`config.mk`:
```
export PLATFORM = sky130hd
export DESIGN_NAME = retire_queue
export DESIGN_NICKNAME = d
export VERILOG_FILES = /design/src/rtl/rcq_pkg.sv /design/src/rtl/rcq_alloc.sv /design/src/rtl/rcq_store.sv /design/src/rtl/rcq_walk.sv /design/src/rtl/retire_queue.sv
export SDC_FILE = /design/constraint.sdc
export NUM_CORES = 1
export LEC_CHECK = 0
export ABC_AREA = 1
export BUFFER_PORTS_ARGS = -buffer_cell sky130_fd_sc_hd__buf_4
export CAP_MARGIN = 0
export CORE_MARGIN = 3
export CORE_UTILIZATION = 63
export CTS_CLUSTER_SIZE = 25
export DETAILED_ROUTE_END_ITERATION = 16
export PLACE_DENSITY = 0.9
export SLEW_MARGIN = 10
export SYNTH_ARGS = -nofsm -noshare
export SYNTH_HDL_FRONTEND = slang
export SYNTH_HIERARCHICAL = 1
export SYNTH_SLANG_ARGS = --single-unit
```
`constraint.sdc`:
```
create_clock -name clk -period 7.4 [get_ports clk]
set_input_delay 1.48 -clock clk [delete_from_list [all_inputs] [get_ports clk]]
set_output_delay 1.48 -clock clk [all_outputs]
set_load 0.05 [all_outputs]
```
`src/rtl/rcq_pkg.sv`:
```
package rcq_pkg;

   typedef enum logic [0:0] {
      WALK_CAPPED = 1'b0,
      WALK_OPEN   = 1'b1
   } walk_mode_e;

   function automatic walk_mode_e mode_of(int cap);
      return (cap == 0) ? WALK_OPEN : WALK_CAPPED;
   endfunction

   function automatic int lane_count(int depth, int cap);
      return (cap == 0 || cap > depth) ? depth : cap;
   endfunction

   // idx < depth and n <= depth, so one subtraction is enough
   function automatic int wrap_idx(int idx, int n, int depth);
      int s;
      s = idx + n;
      if (s >= depth) s = s - depth;
      return s;
   endfunction

endpackage

```
`src/rtl/rcq_alloc.sv`:
```
module rcq_alloc
   import rcq_pkg::*;
#(
   parameter int DEPTH = 16,
   parameter int CNT_W = 5,
   parameter int IDX_W = 4
) (
   input  logic             clk,
   input  logic             rst_n,
   input  logic             rsv_valid,
   input  logic [CNT_W-1:0] rsv_slots,
   input  logic [CNT_W-1:0] ret_slots,
   output logic [IDX_W-1:0] head,
   output logic [IDX_W-1:0] tail,
   output logic [CNT_W-1:0] free_cnt,
   output logic             accept,
   output logic             stall,
   output logic             empty,
   output logic             full
);

   logic [CNT_W-1:0] take;
   logic [CNT_W-1:0] free_nxt;
   logic [IDX_W-1:0] head_nxt;
   logic [IDX_W-1:0] tail_nxt;

   always_comb begin
      accept   = rsv_valid && (rsv_slots != '0) && (rsv_slots <= free_cnt);
      stall    = rsv_valid && !accept;
      take     = accept ? rsv_slots : '0;
      free_nxt = free_cnt - take + ret_slots;
      head_nxt = IDX_W'(wrap_idx(int'(head), int'(ret_slots), DEPTH));
      tail_nxt = IDX_W'(wrap_idx(int'(tail), int'(take), DEPTH));
      empty    = (free_cnt == CNT_W'(DEPTH));
      full     = (free_cnt == '0);
   end

   always_ff @(posedge clk) begin
      if (!rst_n) begin
         head     <= '0;
         tail     <= '0;
         free_cnt <= CNT_W'(DEPTH);
      end else begin
         head     <= head_nxt;
         tail     <= tail_nxt;
         free_cnt <= free_nxt;
      end
   end

   int gap;
   always_comb begin
      if (tail >= head) gap = int'(tail) - int'(head);
      else              gap = int'(tail) + DEPTH - int'(head);
   end


   ptr_gap_chk: assert property (@(posedge clk) disable iff (!rst_n)
      (gap == 0) ? (free_cnt == '0 || free_cnt == CNT_W'(DEPTH))
                 : (gap == DEPTH - int'(free_cnt)));


   free_bound_chk: assert property (@(posedge clk) disable iff (!rst_n)
      free_cnt <= CNT_W'(DEPTH));

endmodule

```
`src/rtl/rcq_store.sv`:
```
module rcq_store #(
   parameter int DEPTH = 16,
   parameter int CNT_W = 5,
   parameter int IDX_W = 4,
   parameter int ID_W  = 8
) (
   input  logic                        clk,
   input  logic                        rst_n,
   input  logic                        wr_en,
   input  logic [IDX_W-1:0]            wr_idx,
   input  logic [CNT_W-1:0]            wr_slots,
   input  logic [ID_W-1:0]             wr_id,
   input  logic                        exe_en,
   input  logic [IDX_W-1:0]            exe_idx,
   input  logic [DEPTH-1:0]            clr_mask,
   output logic [DEPTH-1:0]            done_vec,
   output logic [DEPTH-1:0][CNT_W-1:0] slots_arr,
   output logic [DEPTH-1:0][ID_W-1:0]  id_arr
);

   logic [DEPTH-1:0] live_vec;

   for (genvar i = 0; i < DEPTH; i++) begin : g_slot
      logic             live_q;
      logic             done_q;
      logic [CNT_W-1:0] n_q;
      logic [ID_W-1:0]  id_q;

      always_ff @(posedge clk) begin
         if (!rst_n) begin
            live_q <= 1'b0;
            done_q <= 1'b0;
            n_q    <= '0;
            id_q   <= '0;
         end else if (clr_mask[i]) begin
            live_q <= 1'b0;
            done_q <= 1'b0;
         end else if (wr_en && wr_idx == IDX_W'(i)) begin
            live_q <= 1'b1;
            done_q <= 1'b0;
            n_q    <= wr_slots;
            id_q   <= wr_id;
         end else if (exe_en && exe_idx == IDX_W'(i) && live_q) begin
            done_q <= 1'b1;
         end
      end

      assign live_vec[i]  = live_q;
      assign done_vec[i]  = done_q;
      assign slots_arr[i] = n_q;
      assign id_arr[i]    = id_q;
   end


   rsv_free_slot_chk: assert property (@(posedge clk) disable iff (!rst_n)
      wr_en |-> !live_vec[wr_idx]);


   exe_mark_chk: assert property (@(posedge clk) disable iff (!rst_n)
      (exe_en && live_vec[exe_idx] && !clr_mask[exe_idx]) |=> done_vec[$past(exe_idx)]);


   clr_done_chk: assert property (@(posedge clk) disable iff (!rst_n)
      (clr_mask & ~(done_vec & live_vec)) == '0);

endmodule

```
`src/rtl/rcq_walk.sv`:
```
module rcq_walk
   import rcq_pkg::*;
#(
   parameter int DEPTH = 16,
   parameter int CNT_W = 5,
   parameter int IDX_W = 4,
   parameter int ID_W  = 8,
   parameter int LANES = 2
) (
   input  logic                        clk,
   input  logic                        rst_n,
   input  logic [IDX_W-1:0]            head,
   input  logic [CNT_W-1:0]            free_cnt,
   input  logic [DEPTH-1:0]            done_vec,
   input  logic [DEPTH-1:0][CNT_W-1:0] slots_arr,
   input  logic [DEPTH-1:0][ID_W-1:0]  id_arr,
   output logic [LANES-1:0]            ret_valid,
   output logic [LANES-1:0][ID_W-1:0]  ret_id,
   output logic [CNT_W-1:0]            ret_slots,
   output logic [DEPTH-1:0]            clr_mask
);

   logic [IDX_W-1:0] idx;
   int               walked;
   int               used;
   logic             go;

   always_comb begin
      idx       = head;
      walked    = 0;
      used      = DEPTH - int'(free_cnt);
      go        = 1'b1;
      clr_mask  = '0;
      ret_valid = '0;
      ret_id    = '0;
      for (int k = 0; k < LANES; k++) begin
         go = go && (walked < used) && done_vec[idx];
         if (go) begin
            ret_valid[k]  = 1'b1;
            ret_id[k]     = id_arr[idx];
            clr_mask[idx] = 1'b1;
            walked        = walked + int'(slots_arr[idx]);
            idx           = IDX_W'(wrap_idx(int'(idx), int'(slots_arr[idx]), DEPTH));
         end
      end
      ret_slots = CNT_W'(walked);
   end


   ret_in_order_chk: assert property (@(posedge clk) disable iff (!rst_n)
      $onehot0({1'b0, ret_valid} + {{LANES{1'b0}}, 1'b1}));


   ret_room_chk: assert property (@(posedge clk) disable iff (!rst_n)
      int'(ret_slots) <= DEPTH - int'(free_cnt));

endmodule

```
`src/rtl/retire_queue.sv`:
```
module retire_queue
   import rcq_pkg::*;
#(
   parameter int DEPTH      = 16,
   parameter int MAX_RETIRE = 2,
   parameter int ID_W       = 8,
   localparam int CNT_W     = $clog2(DEPTH + 1),
   localparam int IDX_W     = (DEPTH > 1) ? $clog2(DEPTH) : 1,
   localparam int RET_LANES = lane_count(DEPTH, MAX_RETIRE)
) (
   input  logic                      clk,
   input  logic                      rst_n,
   input  logic                      rsv_valid,
   input  logic [CNT_W-1:0]          rsv_slots,
   input  logic [ID_W-1:0]           rsv_id,
   output logic                      rsv_stall,
   output logic [IDX_W-1:0]          rsv_token,
   input  logic                      exe_valid,
   input  logic [IDX_W-1:0]          exe_token,
   output logic [RET_LANES-1:0]      ret_valid,
   output logic [RET_LANES*ID_W-1:0] ret_id,
   output logic                      q_empty,
   output logic                      q_full,
   output logic [CNT_W-1:0]          free_slots
);

   if (DEPTH < 2) begin : g_bad_depth
      $error("retire_queue: DEPTH must be at least 2");
   end
   if (MAX_RETIRE < 0 || MAX_RETIRE > DEPTH) begin : g_bad_cap
      $error("retire_queue: MAX_RETIRE must lie in 0..DEPTH");
   end
   if (ID_W < 1) begin : g_bad_id
      $error("retire_queue: ID_W must be positive");
   end

   logic [IDX_W-1:0]                head;
   logic [IDX_W-1:0]                tail;
   logic                            accept;
   logic [CNT_W-1:0]                ret_slots;
   logic [DEPTH-1:0]                clr_mask;
   logic [DEPTH-1:0]                done_vec;
   logic [DEPTH-1:0][CNT_W-1:0]     slots_arr;
   logic [DEPTH-1:0][ID_W-1:0]      id_arr;
   logic [RET_LANES-1:0][ID_W-1:0]  ret_id_lanes;

   rcq_alloc #(.DEPTH(DEPTH), .CNT_W(CNT_W), .IDX_W(IDX_W)) u_alloc (
      .clk       (clk),
      .rst_n     (rst_n),
      .rsv_valid (rsv_valid),
      .rsv_slots (rsv_slots),
      .ret_slots (ret_slots),
      .head      (head),
      .tail      (tail),
      .free_cnt  (free_slots),
      .accept    (accept),
      .stall     (rsv_stall),
      .empty     (q_empty),
      .full      (q_full)
   );

   rcq_store #(.DEPTH(DEPTH), .CNT_W(CNT_W), .IDX_W(IDX_W), .ID_W(ID_W)) u_store (
      .clk       (clk),
      .rst_n     (rst_n),
      .wr_en     (accept),
      .wr_idx    (tail),
      .wr_slots  (rsv_slots),
      .wr_id     (rsv_id),
      .exe_en    (exe_valid),
      .exe_idx   (exe_token),
      .clr_mask  (clr_mask),
      .done_vec  (done_vec),
      .slots_arr (slots_arr),
      .id_arr    (id_arr)
   );

   if (mode_of(MAX_RETIRE) == WALK_OPEN) begin : g_open
      rcq_walk #(.DEPTH(DEPTH), .CNT_W(CNT_W), .IDX_W(IDX_W), .ID_W(ID_W),
                 .LANES(DEPTH)) u_walk (
         .clk       (clk),
         .rst_n     (rst_n),
         .head      (head),
         .free_cnt  (free_slots),
         .done_vec  (done_vec),
         .slots_arr (slots_arr),
         .id_arr    (id_arr),
         .ret_valid (ret_valid),
         .ret_id    (ret_id_lanes),
         .ret_slots (ret_slots),
         .clr_mask  (clr_mask)
      );
   end else begin : g_capped
      rcq_walk #(.DEPTH(DEPTH), .CNT_W(CNT_W), .IDX_W(IDX_W), .ID_W(ID_W),
                 .LANES(MAX_RETIRE)) u_walk (
         .clk       (clk),
         .rst_n     (rst_n),
         .head      (head),
         .free_cnt  (free_slots),
         .done_vec  (done_vec),
         .slots_arr (slots_arr),
         .id_arr    (id_arr),
         .ret_valid (ret_valid),
         .ret_id    (ret_id_lanes),
         .ret_slots (ret_slots),
         .clr_mask  (clr_mask)
      );
   end

   assign ret_id    = ret_id_lanes;
   assign rsv_token = tail;


   empty_no_ret_chk: assert property (@(posedge clk) disable iff (!rst_n)
      q_empty |-> (ret_valid == '0));


   stall_keeps_tail_chk: assert property (@(posedge clk) disable iff (!rst_n)
      rsv_stall |=> (rsv_token == $past(rsv_token)));

endmodule

```
# [After elaboration in Yosys (flattened, before gate mapping)]
# Index checks and enable logic that the tools add are counted.
[word_totals] out_inout_bits=30 word_cells=274 reg_bits=253 in_bits=21
[op_classes] n_addsub=10 magnitude_cmp=10 eq_ne=31 n_bitwise=18 n_mux=29 reduce_logical=109
[op_table] cell="$bmux W8 S4" n=2
[op_table] cell="$eq A4 B4 Y1 const B" n=16
[op_table] cell="$logic_and A1 B1 Y1" n=56
[op_table] cell="$reduce_or A3 Y1" n=16
[op_table] cell="$bmux W5 S4" n=2
[op_table] cell="$eq A4 B3 Y1 const B" n=8
[op_table] cell="$lt A1 B32 Y1 const A" n=1
[op_table] cell="$lt A6 B32 Y1" n=1
[op_table] cell="$mux W16" n=2
[op_table] cell="$mux W8" n=4
[op_table] cell="$reduce_and A2 Y1" n=16
[op_table] cell="$reduce_or A2 Y1" n=16
[op_table] cell="$mux W5" n=5
[op_table] cell="$add A4 B5 Y6" n=3
[op_table] cell="$ge A6 B5 Y1 const B" n=3
[op_table] cell="$not A1 Y1" n=17
[op_table] cell="$eq A4 B2 Y1 const B" n=4
[op_table] cell="$mux W4" n=4
[op_table] cell="$or A16 B16 Y16" n=1
[op_table] cell="$sub A4 B1 Y4 const B" n=3
[op_table] cell="$add A5 B5 Y5" n=2
[op_table] cell="$lt A4 B5 Y1 const B" n=2
[op_table] cell="$bmux W1 S4" n=2
[op_table] cell="$demux W1 S4" n=2
[op_table] cell="other kinds (11)" n=19

# [Depth between registers and ports, before layout]
[depth] ltp_word=14 depth_mapped=40

# [By module]
# Netlist, hierarchy kept.
[by_module_without_submodules] mod="rcq_store" n_inst=1 area_per_inst_um2=10013.4 cells_per_inst=1468
[by_module_without_submodules] mod="rcq_walk" n_inst=1 area_per_inst_um2=4106.4 cells_per_inst=798
[by_module_without_submodules] mod="rcq_alloc" n_inst=1 area_per_inst_um2=1091.0 cells_per_inst=147

# [Worst setup path before layout]
# No wires, ideal clock.
[synth_path] path_kind="register -> register" start="reg u_alloc.head[0]" end="reg u_alloc.free_cnt[4]" path_stages_with_launch=34 arrival_ns=5.882 period_less_slack_ns=6.010 setup_ns=0.129 required_time_ns=7.271 path_slack_ns=1.390 cell_sequence="dfxtp_1 > buf_4 > buf_6 > nor2_1 > clkbuf_1 > inv_1 > clkbuf_1 > o221ai_1 > a22o_1 > inv_1 > nand3_1 > fa_1 > xnor2_1 > inv_1 > o21ai_1 > inv_1 > a21oi_1 > clkbuf_1 > a21oi_1 > ha_1 > fa_1 > nand2_1 > nand2_1 > inv_1 > fa_1 > inv_1 > fa_1 > and3_1 > nor2_8 > nand3_1 > nand2_2 > inv_2 > nand2_2 > nand3_2"
[synth_between] elab_chain_cells=11
[synth_rtl] element="start, declared" line_no="rcq_alloc.sv:13" rtl="output logic [IDX_W-1:0] head,"
[synth_rtl] element="start signal, assigned" line_no="rcq_alloc.sv:44" rtl="head <= head_nxt;"
[synth_rtl] element="$bmux W5 S4" line_no="rcq_walk.sv:42, rcq_walk.sv:43"
[synth_rtl] element="$mux W5 (not written as such)" line_no="rcq_walk.sv:42, rcq_walk.sv:43"
[synth_rtl] element="$add A4 B5 Y6" line_no="rcq_pkg.sv:19" rtl="s = idx + n;"
[synth_rtl] element="$ge A6 B5 Y1 / $sub A4 B1 Y4 (equally long branches)" line_no="rcq_pkg.sv:20" rtl="if (s >= depth) s = s - depth;"
[synth_rtl] element="$mux W4" line_no="rcq_pkg.sv:20"
[synth_rtl] element="$mux W4" line_no="rcq_walk.sv:38" rtl="if (go) begin"
[synth_rtl] element="$bmux W5 S4 / $bmux W1 S4 (equally long branches)" line_no="rcq_walk.sv:42, rcq_walk.sv:37"
[synth_rtl] element="$mux W5 (not written as such) / $mux W1 (equally long branches)" line_no="rcq_walk.sv:42, rcq_walk.sv:37"
[synth_rtl] element="$add A5 B5 Y5 / $logic_and A1 B1 Y1 (equally long branches)" line_no="rcq_walk.sv:42, rcq_walk.sv:37"
[synth_rtl] element="$mux W5 *" line_no="rcq_walk.sv:38"
[synth_rtl] element="via ret_slots[1]" line_no="retire_queue.sv:40" rtl="logic [CNT_W-1:0] ret_slots;"
[synth_rtl] element="$add A5 B5 Y5 *" line_no="rcq_alloc.sv:31" rtl="free_nxt = free_cnt - take + ret_slots;"
[synth_rtl] element="end signal, assigned" line_no="rcq_alloc.sv:42" rtl="free_cnt <= CNT_W'(DEPTH);"
[synth_rtl] element="end signal, assigned" line_no="rcq_alloc.sv:46" rtl="free_cnt <= free_nxt;"
[synth_rtl] element="end, declared" line_no="rcq_alloc.sv:15" rtl="output logic [CNT_W-1:0] free_cnt,"
# The timed path passes the listed nets; every way through them passes the cells marked *. The select of a mux whose other input is x is not followed.
# A chain may end at the register's enable or synchronous reset.

# [Worst setup path after layout]
[layout_path] start="reg u_alloc.head[0]" end="out ret_id[12]"
[layout_between] elab_chain_cells=10
[layout_rtl] element="$bmux W5 S4" line_no="rcq_walk.sv:42, rcq_walk.sv:43"
[layout_rtl] element="$mux W5 (not written as such)" line_no="rcq_walk.sv:42, rcq_walk.sv:43"
[layout_rtl] element="$add A4 B5 Y6" line_no="rcq_pkg.sv:19"
[layout_rtl] element="$ge A6 B5 Y1 / $sub A4 B1 Y4 (equally long branches)" line_no="rcq_pkg.sv:20"
[layout_rtl] element="$mux W4" line_no="rcq_pkg.sv:20"
[layout_rtl] element="$mux W4" line_no="rcq_walk.sv:38"
[layout_rtl] element="$bmux W1 S4" line_no="rcq_walk.sv:37" rtl="go = go && (walked < used) && done_vec[idx];"
[layout_rtl] element="$mux W1 (not written as such)" line_no="rcq_walk.sv:37"
[layout_rtl] element="$logic_and A1 B1 Y1" line_no="rcq_walk.sv:37"
[layout_rtl] element="$mux W8 *" line_no="rcq_walk.sv:38"
[layout_rtl] element="end, declared" line_no="retire_queue.sv:21" rtl="output logic [RET_LANES*ID_W-1:0] ret_id,"
# Every way passes the cells marked *; elsewhere a longest branch is shown, timed or not. The select of a mux whose other input is x is not followed.

==> results.cfg <==
[power]
vdd_drop_max_mv = 0.1958
p_per_area_nw_per_um2 = 257.2
power.share.combinational = 0.292
p_leak_nw = 7.495
power_frac_clock = 0.336
p_total_mw = 4.202
p_switching_mw = 1.529
p_int_mw = 2.673
swShare = 0.3639
p_seq_frac = 0.372

[worst_setup_path]
worst-path-max-fanout = 33
critical_path_class = register to output port
cp-startpoint = u_alloc/head[0]$_SDFF_PN0_
start_kind = register
reg2reg_from = u_alloc/head[0]$_SDFF_PN0_
required_ps = 5920
worstPathArrival_ps = 5540
endpoint_kind = output port

[yosys]
synth-seq-cells = 253
yosys.area_share.simple = 0.3485
synth_nets = 2471
synth_top_family_by_area = simple AND/OR/NAND/NOR gates
synth_async_sr_flop_share = 0
ys_types = 43
synth_top_area_frac = 0.3330
syn_area_um2 = 15210
ys_warn_count = 6
synth-edff-count = 0
synth_ff_type = dfxtp_1
synth_area_leader_cell = dfxtp_1
synth_most_common_cell = nand2_1
synth_commonest_cells = 591 x nand2_1, 417 x nor2_1, 266 x inv_1
synth-compound-area-share = 0.1552
syn_avg_cell_area_um2 = 6.304
synthCells = 2413
synth_xor_area_frac = 0.004606
synthMuxAreaShare = 0
synthAdderAreaFrac = 0.03438
ys_seq_area_frac = 0.3330
synth_area_leaders = dfxtp_1 33%, nand2_1 15%, nor2_1 10%

[cells_and_area]
nets = 2419
nFillCells = 2067
postLayoutCoreUtil = 0.6919
fin_area_um2 = 16340
antennaDiodeCount = 0
multi_input_area_um2 = 8263
drive_gt1_frac = 0.07515
seq_area_um2 = 5066
syn2layout_area_growth_pct = 7.412

[sta]
slew_headroom = 0.09069
fmax_mhz = 142.4
finalWorstSetupSlack_ps = 379.3
post-route-min-period_ps = 7021
finalSetupViolations = 0
hold_viol_final = 0
rsz0062_at_grt = false
finalClockSkew_ps = 13.57
period_share = 0.9487
worst_pin_slew_ps = 1361
finalSetupTns_ps = 0
finalMaxSlewViolations = 0

[clocking]
cts_tree = yes
numCtsBuffers = 27
hold_buffers = 0
ctsHtreeMaxLevel = 1
cts_max_path_buffers = 3
path_clk_slew_ps = 60
clk_latency_ps = 570
cts-root-buf = clkbuf_16
clkSinkCount = 253

[global_routing]
grt_max_degree = 137
grt_remaining_overflow = 0
antenna_found_initial = 0
grt_pass1_vias = 15499
grt_pass1_wl_mm = 84.93
grt_usage = 0.4080

[place]
place.gp.congestion = 1.027
pre_cts_ws_ps = 534.2
dpl_cell_area_um2 = 15410
port_buffers = 50
dpl.hpwl_mm = 35.22

[worst_hold_path]
hold_path_class = register to register
hold_start = u_store/g_slot[1].live_q$_SDFFE_PP0P_

[floorplanning]
num_io_pins = 51
die_width_um = 161.4
initial_core_util = 0.6442
core_area_um2 = 23610
rows = 56
die_y_um = 161.4
dieArea_um2 = 26050

[routing]
wire_per_inst_um = 20.33
finalWirelength_mm = 54.91
drt_iter0_markers = 2692
dr_total_vias = 16798
via_per_inst = 6.219
first_pass_iters = 8
drc = 0
ant_nets = 0

[job]
maxCapViolCount = 0

[run_status]
status = complete, no violations
## what timing repair did
item                       CTS  global route
setup endpoints to repair    0             3
setup buffers                0             0
gates resized for setup      0             1
## through the flow
stage	cells	hold slack [ps]
after floorplan	2413	426.1
after global placement	2651	439.1
after detailed placement	2651	445.7
after CTS	2701	454.7
after global routing	2701	475.5
final	2701	457.1
## worst max-delay path, cell delays in order, from the launching register on
cell and delay [ps]:
dfxtp_2 450, nor2_1 530, buf_4 260, nand2_1 60
nand2_1 50, o21ai_0 80, nand2_1 120, inv_1 50
nand2_1 100, ha_1 250, inv_1 60, nand3_1 140
nand2_1 450, nor2_2 160, inv_2 320, buf_4 480
o22ai_1 140, o21ai_0 600, nand4_1 300, nor2_1 150
buf_4 210
## power groups by stage
stage	combinational, mW	sequential [mW]	clock (mW)
floorplan	0.823	1.61	0
finish	1.23	1.56	1.41
detailed placement	1.17	1.59	0
global route	1.33	1.57	1.47
global placement	1.13	1.58	0
CTS	1.18	1.56	1.42
## cell type report
type | count | area share
Tap cell | 319 | 0.02443
Timing Repair Buffer | 83 | 0.03837
Sequential cell | 253 | 0.3101
Clock inverter | 9 | 0.007735
Inverter | 282 | 0.06479
Multi-Input combinational cell | 1714 | 0.5057
Clock buffer | 41 | 0.04886
## sequential cells by signal, indices dropped and copies added, names as in the netlist
register and flops:
u_store/g_slot.id_q 128, u_alloc/free_cnt 5, u_store/g_slot.n_q 80, u_alloc/tail 4, u_store/g_slot.done_q 16, u_alloc/head 4, u_store/g_slot.live_q 16
## worst paths after layout
check,endpoint,slack [ps],cells after the start
worst max-delay path,ret_id[12],380,20
worst min-delay path,u_store/g_slot[1].live_q$_SDFFE_PP0P_,460,2
worst max register to register,u_alloc/free_cnt[4]$_SDFF_PN1_,650,34
worst min register to register,u_store/g_slot[1].live_q$_SDFFE_PP0P_,460,2
## logic make-up after synthesis
family	after synthesis
AOI/OAI and AO/OA	406
xor gates and xnor gates	8
adders and majority gates	37
buffers and inverters	446
DFF	253
and+or+nand+nor	1263
## layer usage
layer,up-vias,wire [µm],share of wire,global-route usage
met1,7573,20060,0.37,0.5269
li1,7699,-,-,-
met5,-,0,0,0
met4,0,4192,0.076,0.2452
met2,1246,23520,0.43,0.6293
met3,280,7137,0.13,0.08515
## cell usage in the layout (no fill, tap or decap), types with 7 or more instances in the layout
master	synthesis	layout
a21oi_1	107	107
a22o_1	7	7
a22oi_1	17	17
buf_4	34	82
clkbuf_1	75	7
clkbuf_16	0	27
clkbuf_8	0	7
dfxtp_1	253	252
fa_1	8	8
ha_1	29	29
inv_1	266	266
inv_2	15	15
nand2_1	591	591
nand2_2	10	10
nand3_1	127	127
nand4_1	71	71
nor2_1	417	416
nor2_2	14	14
nor3_1	15	15
o21ai_0	83	83
o21ai_1	13	13
o221ai_1	8	8
o22ai_1	157	157
No activity file was read; power rests on OpenSTA's default activity.
